**config.mk**
```make
export PLATFORM = sky130hd
export DESIGN_NAME = sar_cascade_reg
export DESIGN_NICKNAME = d
export VERILOG_FILES = /design/src/rtl/sar_pkg.sv /design/src/rtl/sar_ctl_decode.sv /design/src/rtl/sar_bit_cell.sv /design/src/rtl/sar_sequencer.sv /design/src/rtl/sar_cascade_reg.sv
export SDC_FILE = /design/constraint.sdc
export NUM_CORES = 1
export LEC_CHECK = 0
export ABC_AREA = 0
export BUFFER_PORTS_ARGS = -buffer_cell sky130_fd_sc_hd__buf_4
export CORE_UTILIZATION = 51
export DETAILED_ROUTE_END_ITERATION = 8
export MAX_ROUTING_LAYER = met4
export PLACE_DENSITY = 0.73
export SYNTH_ARGS = -nofsm -noshare
export SYNTH_HDL_FRONTEND = slang
export SYNTH_SLANG_ARGS = --single-unit
```
**constraint.sdc**
```tcl
create_clock -name clk -period 1.3 [get_ports clk]
set_input_delay 0.065 -clock clk [delete_from_list [all_inputs] [get_ports clk]]
set_output_delay 0.065 -clock clk [all_outputs]
set_load 0.02 [all_outputs]
```
**src/rtl/sar_pkg.sv**
```systemverilog
package sar_pkg;
   // control action chosen for one rising edge
   typedef enum logic [1:0] {
      ACT_RUN   = 2'd0,
      ACT_START = 2'd1,
      ACT_CLEAR = 2'd2
   } sar_act_e;
endpackage

```
**src/rtl/sar_ctl_decode.sv**
```systemverilog
module sar_ctl_decode
   import sar_pkg::*;
(
   input  logic     clk,
   input  logic     sc_i,
   input  logic     mr_i,
   output sar_act_e act_o
);
   logic sc_prev;
   logic mr_prev;

   always_ff @(posedge clk) begin
      sc_prev <= sc_i;
      mr_prev <= mr_i;
   end

   // reset wins; start needs a fresh SC or a just-released MR
   always_comb begin
      if (mr_i)
         act_o = ACT_CLEAR;
      else if (sc_i && (!sc_prev || mr_prev))
         act_o = ACT_START;
      else
         act_o = ACT_RUN;
   end
endmodule

```
**src/rtl/sar_bit_cell.sv**
```systemverilog
module sar_bit_cell
   import sar_pkg::*;
#(
   parameter bit IS_MSB = 1'b0
)(
   input  logic     clk,
   input  sar_act_e act_i,
   input  logic     trial_i,
   input  logic     arm_i,
   input  logic     d_i,
   output logic     q_o
);
   always_ff @(posedge clk) begin
      unique case (act_i)
         ACT_CLEAR: q_o <= 1'b0;
         ACT_START: q_o <= IS_MSB;
         default: begin
            if (trial_i)
               q_o <= d_i;
            else if (arm_i)
               q_o <= 1'b1;
         end
      endcase
   end

   // the bit on trial takes the comparator verdict
   assert_decide_follows_d_R5: assert property (@(posedge clk) disable iff (act_i == ACT_CLEAR)
      (act_i == ACT_RUN && trial_i) |=> (q_o == $past(d_i)));
endmodule

```
**src/rtl/sar_sequencer.sv**
```systemverilog
module sar_sequencer
   import sar_pkg::*;
#(
   parameter int WIDTH = 8
)(
   input  logic             clk,
   input  sar_act_e         act_i,
   input  logic             d_i,
   output logic [WIDTH-1:0] trial_o,
   output logic             done_o,
   output logic             sout_o,
   output logic             eoc_o
);
   localparam logic [WIDTH-1:0] MSB_ONLY = {1'b1, {(WIDTH-1){1'b0}}};

   always_ff @(posedge clk) begin
      unique case (act_i)
         ACT_CLEAR: begin
            trial_o <= '0;
            done_o  <= 1'b0;
            sout_o  <= 1'b0;
         end
         ACT_START: begin
            trial_o <= MSB_ONLY;
            done_o  <= 1'b0;
            sout_o  <= 1'b0;
         end
         default: begin
            trial_o <= trial_o >> 1;
            sout_o  <= (|trial_o) ? d_i : 1'b0;
            if (trial_o[0])
               done_o <= 1'b1;
         end
      endcase
   end

   // flag settles half a clock after the last decision
   always_ff @(negedge clk) begin
      eoc_o <= done_o;
   end

   assert_start_loads_msb_R2: assert property (@(posedge clk) disable iff (act_i == ACT_CLEAR)
      (act_i == ACT_START) |=> (trial_o == MSB_ONLY && !sout_o));

   assert_serial_quiet_R7: assert property (@(posedge clk) disable iff (act_i == ACT_CLEAR)
      (act_i == ACT_RUN && trial_o == '0) |=> !sout_o);
endmodule

```
**src/rtl/sar_cascade_reg.sv**
```systemverilog
module sar_cascade_reg
   import sar_pkg::*;
#(
   parameter int WIDTH = 8
)(
   input  logic             clk,
   input  logic             sc_i,
   input  logic             mr_i,
   input  logic             d_i,
   output logic [WIDTH-1:0] q_o,
   output logic             eoc_o,
   output logic             sout_o
);
   generate
      if (WIDTH < 2) begin : g_bad_width
         $error("sar_cascade_reg: WIDTH must be at least 2");
      end
   endgenerate

   sar_act_e         act;
   logic [WIDTH-1:0] trial;
   logic [WIDTH-1:0] arm;
   logic             done;

   sar_ctl_decode i_decode (
      .clk   (clk),
      .sc_i  (sc_i),
      .mr_i  (mr_i),
      .act_o (act)
   );

   sar_sequencer #(.WIDTH(WIDTH)) i_seq (
      .clk     (clk),
      .act_i   (act),
      .d_i     (d_i),
      .trial_o (trial),
      .done_o  (done),
      .sout_o  (sout_o),
      .eoc_o   (eoc_o)
   );

   genvar gi;
   generate
      for (gi = 0; gi < WIDTH; gi++) begin : g_bit
         if (gi == WIDTH - 1) begin : g_top
            assign arm[gi] = 1'b0;
         end else begin : g_low
            assign arm[gi] = trial[gi+1];
         end
         sar_bit_cell #(.IS_MSB(gi == WIDTH - 1)) i_cell (
            .clk     (clk),
            .act_i   (act),
            .trial_i (trial[gi]),
            .arm_i   (arm[gi]),
            .d_i     (d_i),
            .q_o     (q_o[gi])
         );
      end
   endgenerate

   assert_reset_clears_R1: assert property (@(posedge clk)
      mr_i |=> (q_o == '0 && !sout_o));

   assert_parked_after_release_R4: assert property (@(posedge clk) disable iff (mr_i)
      ($past(mr_i) && !sc_i) |=> (q_o == '0));

   assert_hold_when_done_R3: assert property (@(posedge clk) disable iff (mr_i)
      (done && act == ACT_RUN) |=> $stable(q_o));

   assert_eoc_means_done_R6: assert property (@(posedge clk) disable iff (mr_i)
      eoc_o |-> done);
endmodule

```
## After elaboration in Yosys (flattened, before gate mapping)

Cells that the tools add are included.
W data, S select, Z words.

| word-level totals | value |
|---|---|
| flip-flop bits (word level) | 21 |
| input port bits | 4 |
| output and inout bits | 10 |

| operators by class | value |
|---|---|
| equality and inequality tests | 2 |
| multiplexer cells | 19 |
| bitwise operators | 1 |
| reduce and logical (&&, ||, !) cells | 14 |

Operators with widths:

| operator | number |
|---|---|
| $mux W1 | 16 |
| $pmux W8 S2 | 1 |
| $reduce_bool A2 Y1 | 7 |
| $reduce_or A8 Y1 | 1 |
| $reduce_bool A3 Y1 | 1 |
| $reduce_or A3 Y1 | 1 |
| $eq A2 B1 Y1 const B | 1 |
| $eq A2 B2 Y1 const B | 1 |
| $mux W2 | 1 |
| $pmux W1 S2 | 1 |
| $reduce_or A2 Y1 | 1 |
| $logic_and A1 B1 Y1 | 1 |
| $logic_not A1 Y1 | 1 |
| $logic_or A1 B1 Y1 | 1 |
| $not A1 Y1 | 1 |

## Longest topological paths before layout

Gate-level depths: netlist of the first run.

| depth | value |
|---|---|
| depth after elaboration | 7 |
| gate-level depth with buffers | 4 |
| mapped depth without buffers | 3 |

## By module

Synthesis of the first run repeated with hierarchy kept, for this count alone.

| second synthesis, totals | value |
|---|---|
| cells, all modules | 77 |
| area, all modules | 882.1 µm² |

Modules (own cells, without submodules):

| module | instances | cells an instance | area an instance (µm²) | seq. area each (µm²) |
|---|---|---|---|---|
| sar_bit_cell at g_bit[0].i_cell ... | 7 | 5 | 57.6 | 20.0 |
| sar_sequencer | 1 | 28 | 334.1 | 220.2 |
| sar_ctl_decode | 1 | 5 | 73.8 | 40.0 |
| sar_bit_cell at g_bit[7].i_cell | 1 | 8 | 67.6 | 30.0 |
| sar_cascade_reg | 1 | 1 | 3.8 | 0.0 |

==> reports/results.env, run 1 <==
POWER-PER-CELL-AREA_nW_PER_UM2=1230
FINAL_LAYOUT_SIZE_SUFFIX_GT1_FRAC=0.453
NUM-NETS-FINAL=80
REPORT.FINAL.HOLD_VIOL_COUNT=0
CLOCK_INSERTION_DELAY_WORST_SKEW_PS=350
UNREPAIRED_SETUP_ENDPOINTS_AFTER_GLOBAL_ROUTING='true'
DRTPASS1ITERATIONS=4
FINAL-SETUP-VIOL-COUNT=1
SYN2LAYOUT_AREA_GROWTH_PCT=13.9
MOSTFREQUENTLAYOUTCELLS='dfxtp_1, buf_4, nand2_1'
WORST_CLOCK_SKEW_PS=60.8
MAXSLEWVIOLCOUNT=0
TRITONCTS.NUM_BUFFERS=3
DIODES=0
ANTENNA_FOUND_INITIAL=0
GRT_OVERFLOW=0
INITIAL_CORE_UTIL=0.560
DESIGN_POWER_TOTAL_mW=1.05
PIN_COUNT_OF_THE_BIGGEST_NET_ENTERING_GLOBAL_ROUTING=17
DETAIL_ROUTE.WIRELENGTH_MM=1.11
SYNTHESIS.AREA_SQ_UM=747
MIN_PATH_TYPE='in -> reg'
SETUP.WORST_PATH.START_CLASS='flip-flop'
DESIGN.DIE.AREA_SQ_UM=1620
DIE_WIDTH_UM=40.3
SYNTH_CELLS=64
POSTLAYOUTSETUPSLACKWORST_PS=-195
MAX_STAGE_DELAY_CELL_WORST_PATH='dfxtp_2'
CAP_VIOLATIONS=0
OUTCOME='finished with violations'
CRITICALPATHCATEGORY='reg -> out'
SYNTH_FP_NETS=68
WORST-ENDPOINT-ARRIVAL_PS=1430
CTS.SINK_COUNT=21
HOLD-WORST-SLACK_PS=47.2
SLOWEST_DELAY_PS=310
NETLIST-CELL-TYPE-COUNT=17
MAX-SLEW-MARGIN-REL=0.833
LEAKAGEPOWER_nW=0.376
CRITICAL_PATH.ENDPOINT_TYPE='primary output'
GRT_USE_TOTAL=0.165
TRITONCTS_CLOCK_TREE='built'
TOTAL_VIA_COUNT_IN_THE_ROUTED_DESIGN=456
FINAL_COMMON_CELL='dfxtp_1'
VIOLATED_CHECKS='negative setup slack'
ROUTEDWLPERCELL_UM=12.3
CRIT_BUF_INV=1
FILLERS=106
GRT_PASS1_WL_MM=1.59
ROUTABILITY_CONGESTION_ESTIMATE=0.612
CTS_ROOT_BUF='clkbuf_4'
SETUP_TOTAL_NEGATIVE_SLACK_PS=-195
MAX-CLOCK-PATH-BUFFERS=2
AVGSYNTHCELLAREA_SQ_UM=11.7
ROUTED_VIA_DENSITY=5.07
FP.DIEH_UM=40.3
YOSYS_WARNINGS=0
IO_BUFFERS=13
POSTCTSSETUPBUFFERS=0
WORSTPATHREQUIRED_PS=1240
IO-PIN-COUNT=14
ACTUAL_SLEW_AT_THE_WORST_MAX_SLEW_PIN_PS=249
PEAKVDDDROP_mV=0.951
CORE.ROWCOUNT=13
PATH_MAX_FANOUT=1
DRT.ANTENNA.VIOLATING_NETS=0
FIRST_ITER_VIOLATIONS=4
CTS.REPORTEDPATHS.CLKPINSLEW_PS=110
SYNTH-SEQ-CELLS=21
FIRST_GLOBAL_VIAS=362
STD_CELL_CORE_AREA_SQ_UM=1330
HTREE_LEVELS=1
CRIT_PATH_CELL_TRACE='buf_6'
LARGEST_DELAY_SHARE_FAMILY_WORST_PATH='flip-flops'
REMAINING_DRC_ERRORS=0
HPWLAFTERDP_UM=718
YOSYSSEQAREASHARE=0.576
metal layers:
metal	GRT usage	share of wire	wire length, um	vias up
li1	-	-	-	237
met1	0.171	0.47	518	205
met2	0.262	0.47	524	12
met3	0.0833	0.046	51	2
met4	0.0750	0.011	12	0
met5	-	0	0	-
flip-flops by register name, indices dropped and copies added (netlist names):
name / count
g_bit.i_cell.q_o: 8
i_seq.sout_o: 1
i_seq.done_o: 1
i_decode.mr_prev: 1
i_seq.trial_o: 8
i_seq.eoc_o: 1
i_decode.sc_prev: 1
logic make-up after synthesis:
logic type             count (synthesis)  synth area share
DFF                                   21             0.576
AOI/OAI and AO/OA                     10             0.142
and+or+nand+nor                       22             0.176
buffers and inverters                 11             0.106
stage by stage:
stage                     instance area [sq um]   util  cells  setup WS (ps)
after global routing                        851  0.638     90           -237
final                                       851  0.638     90           -195
after detailed placement                    800  0.599     84            149
after floorplan                             747      -     64            190
after CTS                                   851  0.638     90           -207
after global placement                      800  0.599     84            167
area by class of cell:
type / instances / area (sq um) / area share
tap: 15 / 18.8 / 0.0221
multi-input combinational: 32 / 238 / 0.279
timing repair buffer: 16 / 129 / 0.151
clock inverter: 1 / 3.75 / 0.00441
clock buffer: 4 / 26.3 / 0.0309
sequential: 21 / 432 / 0.507
inverter: 1 / 3.75 / 0.00441
cell usage after synthesis:
master     n  area, sq um
or2b_1     1         7.51
nand2b_4   1         13.8
nor2_1     1         3.75
nor4_1     2         12.5
o21a_1     1         7.51
buf_6      1         11.3
and2_2     7         52.6
buf_4      8         60.1
edfxtp_1   1         30.0
nand2_1    9         33.8
o311a_1    1         10.0
a21oi_4    1         16.3
and3_2     1         7.51
a21oi_1    1         5.00
inv_1      2         7.51
dfxtp_1   20          400
o311a_2    6         67.6
where the power goes:
group,total (mW),internal (mW),switching [mW]
combinational,0.0702,0.0340,0.0362
clock,0.309,0.123,0.186
sequential,0.670,0.662,0.00761
path summary, 6_finish.rpt:
path	startpoint	endpoint	slack, ps	cells after the start
worst min-delay path	d_i	i_seq.sout_o	50	2
worst max-delay path	i_seq.eoc_o	eoc_o	-200	1
worst min register to register	i_seq.done_o	i_seq.done_o	500	1
worst max register to register	i_decode.mr_prev	g_bit[7].i_cell.q_o	230	3
what timing repair did:
action,in CTS,in global routing
endpoints found under the setup margin,1,1
hold buffers,2,0
gates resized for setup,2,0
endpoints found under the hold margin,3,0
Power figures use the tool's default switching activity.
==> run 2, diff against run 1 <==
CAP_MARGIN = 20   (was unset)
CORE_UTILIZATION = 53   (was 51)
PLACE_DENSITY = 0.74   (was 0.73)
SYNTH_HIERARCHICAL = 1   (was unset)
==> reports/results.env, run 2 <==
ROUTED_VIA_DENSITY=5.03  # was 5.07
FP.DIEH_UM=42.8  # was 40.3 um
POSTLAYOUTSETUPSLACKWORST_PS=-205  # was -195 ps
REPORT.FINAL.HOLD_VIOL_COUNT=0  # unchanged
CRITICALPATHCATEGORY='reg -> out'  # unchanged
STD_CELL_CORE_AREA_SQ_UM=1520  # was 1330 sq um
MOSTFREQUENTLAYOUTCELLS='dfxtp_1, buf_4, nor2b_4'  # was dfxtp_1, buf_4, nand2_1
COMBINATIONAL_SHARE_OF_POWER=0.162  # was 0.067
MAX_STAGE_DELAY_CELL_WORST_PATH='dfxtp_2'  # unchanged
MAX-SLEW-MARGIN-REL=0.647  # was 0.833
DIE_WIDTH_UM=42.8  # was 40.3 um
LARGEST_DELAY_SHARE_FAMILY_WORST_PATH='flip-flops'  # unchanged
DIODES=0  # unchanged
PLACEDCELLCOUNT=109  # was 84
POWER-PER-CELL-AREA_nW_PER_UM2=1010  # was 1230 nW/um^2
HTREE_LEVELS=1  # unchanged
INITIAL_CORE_UTIL=0.579  # was 0.560
FIRST_GLOBAL_VIAS=587  # was 362
PWR-SHARE-SEQ=0.570  # was 0.639
IO-PIN-COUNT=14  # unchanged
POSTSYNTH.TOPFLOPCELL='dfxtp_1'  # unchanged
NETLIST-CELL-TYPE-COUNT=18  # was 17
SLOWEST_DELAY_PS=310  # about the same
SYNTH_LARGEST_AREA_CELL='dfxtp_1'  # unchanged
MAX-CLOCK-PATH-BUFFERS=2  # unchanged
GRT_OVERFLOW=0  # unchanged
FINAL_CELLS=115  # was 90
PLACEMENT.SETUP.WORST_SLACK_PS=-34.4  # was 149 ps
AVGSYNTHCELLAREA_SQ_UM=11.5  # was 11.7 sq um
GRT_USE_TOTAL=0.199  # was 0.165
YOSYSSEQAREASHARE=0.488  # was 0.576
SWITCHING_SHARE=0.264  # was 0.219
WORST_CLOCK_SKEW_PS=64.9  # was 60.8 ps
PATH_MAX_FANOUT=1  # unchanged
OUTCOME='finished with violations'  # unchanged
TRITONCTS.NUM_BUFFERS=3  # unchanged
DRTPASS1ITERATIONS=3  # was 4
DPL_CELL_AREA_SQ_UM=1040  # was 800 sq um
NETLIST_TOP_CELLS_COUNT='dfxtp_1, nor2b_4'  # was dfxtp_1, nand2_1, buf_4
DESIGN_POWER_TOTAL_mW=1.20  # was 1.05 mW
REG.LARGEST.LIST='g_bit.i_cell/q_o x8, i_seq/trial_o x8'  # was g_bit.i_cell.q_o x8, i_seq.trial_o x8
WORST-ENDPOINT-ARRIVAL_PS=1440  # was 1430 ps
SYN2LAYOUT_AREA_GROWTH_PCT=33.8  # was 13.9%
CTS_ROOT_BUF='clkbuf_4'  # unchanged
SYNTH_FP_NETS=84  # was 68
SETUP.WORST_PATH.START_CLASS='flip-flop'  # unchanged
SYNTH-EDFF-COUNT=1  # unchanged
ACTUAL_SLEW_AT_THE_WORST_MAX_SLEW_PIN_PS=525  # was 249 ps
NUM-NETS-FINAL=107  # was 80
ROUTABILITY_CONGESTION_ESTIMATE=0.760  # was 0.612
SYNTH_LARGEST_TYPE_AREA_FRACTION=0.454  # was 0.536
FINAL_DESIGN_AREA_NO_FILL_SQ_UM=1180  # was 851 sq um
CRIT_BUF_INV=1  # unchanged
LEAKAGEPOWER_nW=0.477  # was 0.376 nW
COUNT_LEADER_SYNTH='dfxtp_1'  # unchanged
ANTENNA_FOUND_INITIAL=0  # unchanged
MIN_PATH_TYPE='in -> reg'  # unchanged
SYNTH-SEQ-CELLS=21  # unchanged
SYNTH_CELLS=77  # was 64
P_SW_mW=0.315  # was 0.229 mW
WORSTPATHREQUIRED_PS=1240  # about the same
UNREPAIRED_SETUP_ENDPOINTS_AFTER_GLOBAL_ROUTING='true'  # unchanged
FIRST_ITER_VIOLATIONS=1  # was 4
FINAL-SETUP-VIOL-COUNT=4  # was 1
TOTAL_VIA_COUNT_IN_THE_ROUTED_DESIGN=579  # was 456
REMAINING_DRC_ERRORS=0  # unchanged
GRT_PASS1_WL_MM=2.57  # was 1.59 mm
CLOCK_INSERTION_DELAY_WORST_SKEW_PS=360  # was 350 ps
PEAKVDDDROP_mV=0.853  # was 0.951 mV
YOSYS_WARNINGS=6  # was 0
FINAL_LAYOUT_SIZE_SUFFIX_GT1_FRAC=0.535  # was 0.453
CTS.SINK_COUNT=21  # unchanged
HPWLAFTERDP_MM=1.04  # was 718 um
FILLERS=109  # was 106
SYNTH-ASYNC-RESET-RATIO=0  # unchanged
CAP_VIOLATIONS=0  # unchanged
DETAIL_ROUTE.WIRELENGTH_MM=1.48  # was 1.11 mm
CRIT_PATH_CELL_TRACE='buf_6'  # unchanged
FINAL_COMMON_CELL='dfxtp_1'  # unchanged
MAXSLEWVIOLCOUNT=0  # unchanged
SYNTHESIS.AREA_SQ_UM=882  # was 747 sq um
VIOLATED_CHECKS='negative setup slack'  # unchanged
CORE.ROWCOUNT=14  # was 13
IO_BUFFERS=13  # unchanged
PIN_COUNT_OF_THE_BIGGEST_NET_ENTERING_GLOBAL_ROUTING=13  # was 17
SYNTH_TOP_CELLS_BY_AREA='dfxtp_1, nor2b_4, nor3_2, xor2_1, and2_1'  # was dfxtp_1, o311a_2, buf_4, and2_2, nand2_1
CLOCK_POWER_SHARE=0.268  # was 0.294
TRITONCTS_CLOCK_TREE='built'  # unchanged
DRT.ANTENNA.VIOLATING_NETS=0  # unchanged
POWER_REPORT.INTERNAL_TOTAL_mW=0.881  # was 0.819 mW
CRITICAL_PATH.ENDPOINT_TYPE='primary output'  # unchanged
ROUTEDWLPERCELL_UM=12.9  # was 12.3 um
CTS.REPORTEDPATHS.CLKPINSLEW_PS=120  # was 110 ps
DESIGN.DIE.AREA_SQ_UM=1830  # was 1620 sq um
run 2: changes by cell type in the layout (fill, tap and decap cells not counted), moves of 6 or more:
cell	before	now
nand2_1	9	0
nor2b_4	0	8
and2_2	7	0
nor3_1	0	7
nor3_2	0	7
o311a_2	6	0
run 2: power groups by stage:
stage	clock (mW)	combinational (mW)	sequential, mW
CTS	0.333	0.184	0.682
detailed placement	0.00963	0.159	0.697
global placement	0.00963	0.156	0.695
floorplan	0.00963	0.0811	0.711
global route	0.358	0.209	0.684
finish	0.320	0.194	0.682
run 2: repair_timing:
action,CTS,global route
hold buffers,1,0
resized for setup,11,9
pin swaps,6,2
setup buffers,1,0
cloned,0,0
endpoints found under the setup margin,9,16
endpoints found under the hold margin,1,0
run 2: kinds of logic after synthesis:
group	count (synthesis)	synth area share
buffers and inverters	7	0.0340
AO/OA/AOI/OAI	3	0.0270
adder cells (fa/ha/maj)	3	0.0426
XOR/XNOR	7	0.0695
flip-flops	21	0.488
other	1	0.00425
AND/OR/NAND/NOR	35	0.335
run 2: layer usage:
metal | track usage | share of wire
met5 | - | 0
met4 | 0.0938 | 0.0061
met3 | 0.0255 | 0.030
met2 | 0.318 | 0.52
met1 | 0.247 | 0.44
run 2: final timing paths:
kind                                        from                   to  slack (ps)  cells past startpoint
worst max-delay path                 i_seq/eoc_o                eoc_o        -210                      1
worst max register to register  i_decode/sc_prev  g_bit[7].i_cell/q_o         -50                      6
worst min-delay path                         d_i  g_bit[3].i_cell/q_o         150                      3
worst min register to register      i_seq/done_o         i_seq/done_o         470                      1
run 2: metrics by stage:
stage | util | hold slack [ps] | TNS [ps]
after floorplan | - | 92.7 | -2110
after global placement | 0.683 | 180 | -28.2
after detailed placement | 0.683 | 180 | -71.9
after CTS | 0.745 | 120 | -275
after global routing | 0.774 | 144 | -720
final | 0.774 | 155 | -270
run 2: area by class of cell:
class,instances,area (sq um),area share
Clock inverter,2,8.76,0.00742
Sequential cell,21,432,0.366
Timing Repair Buffer,19,160,0.136
Tap cell,16,20.0,0.0170
Clock buffer,3,22.5,0.0191
Multi-Input combinational cell,49,515,0.437
Inverter,5,21.3,0.0180
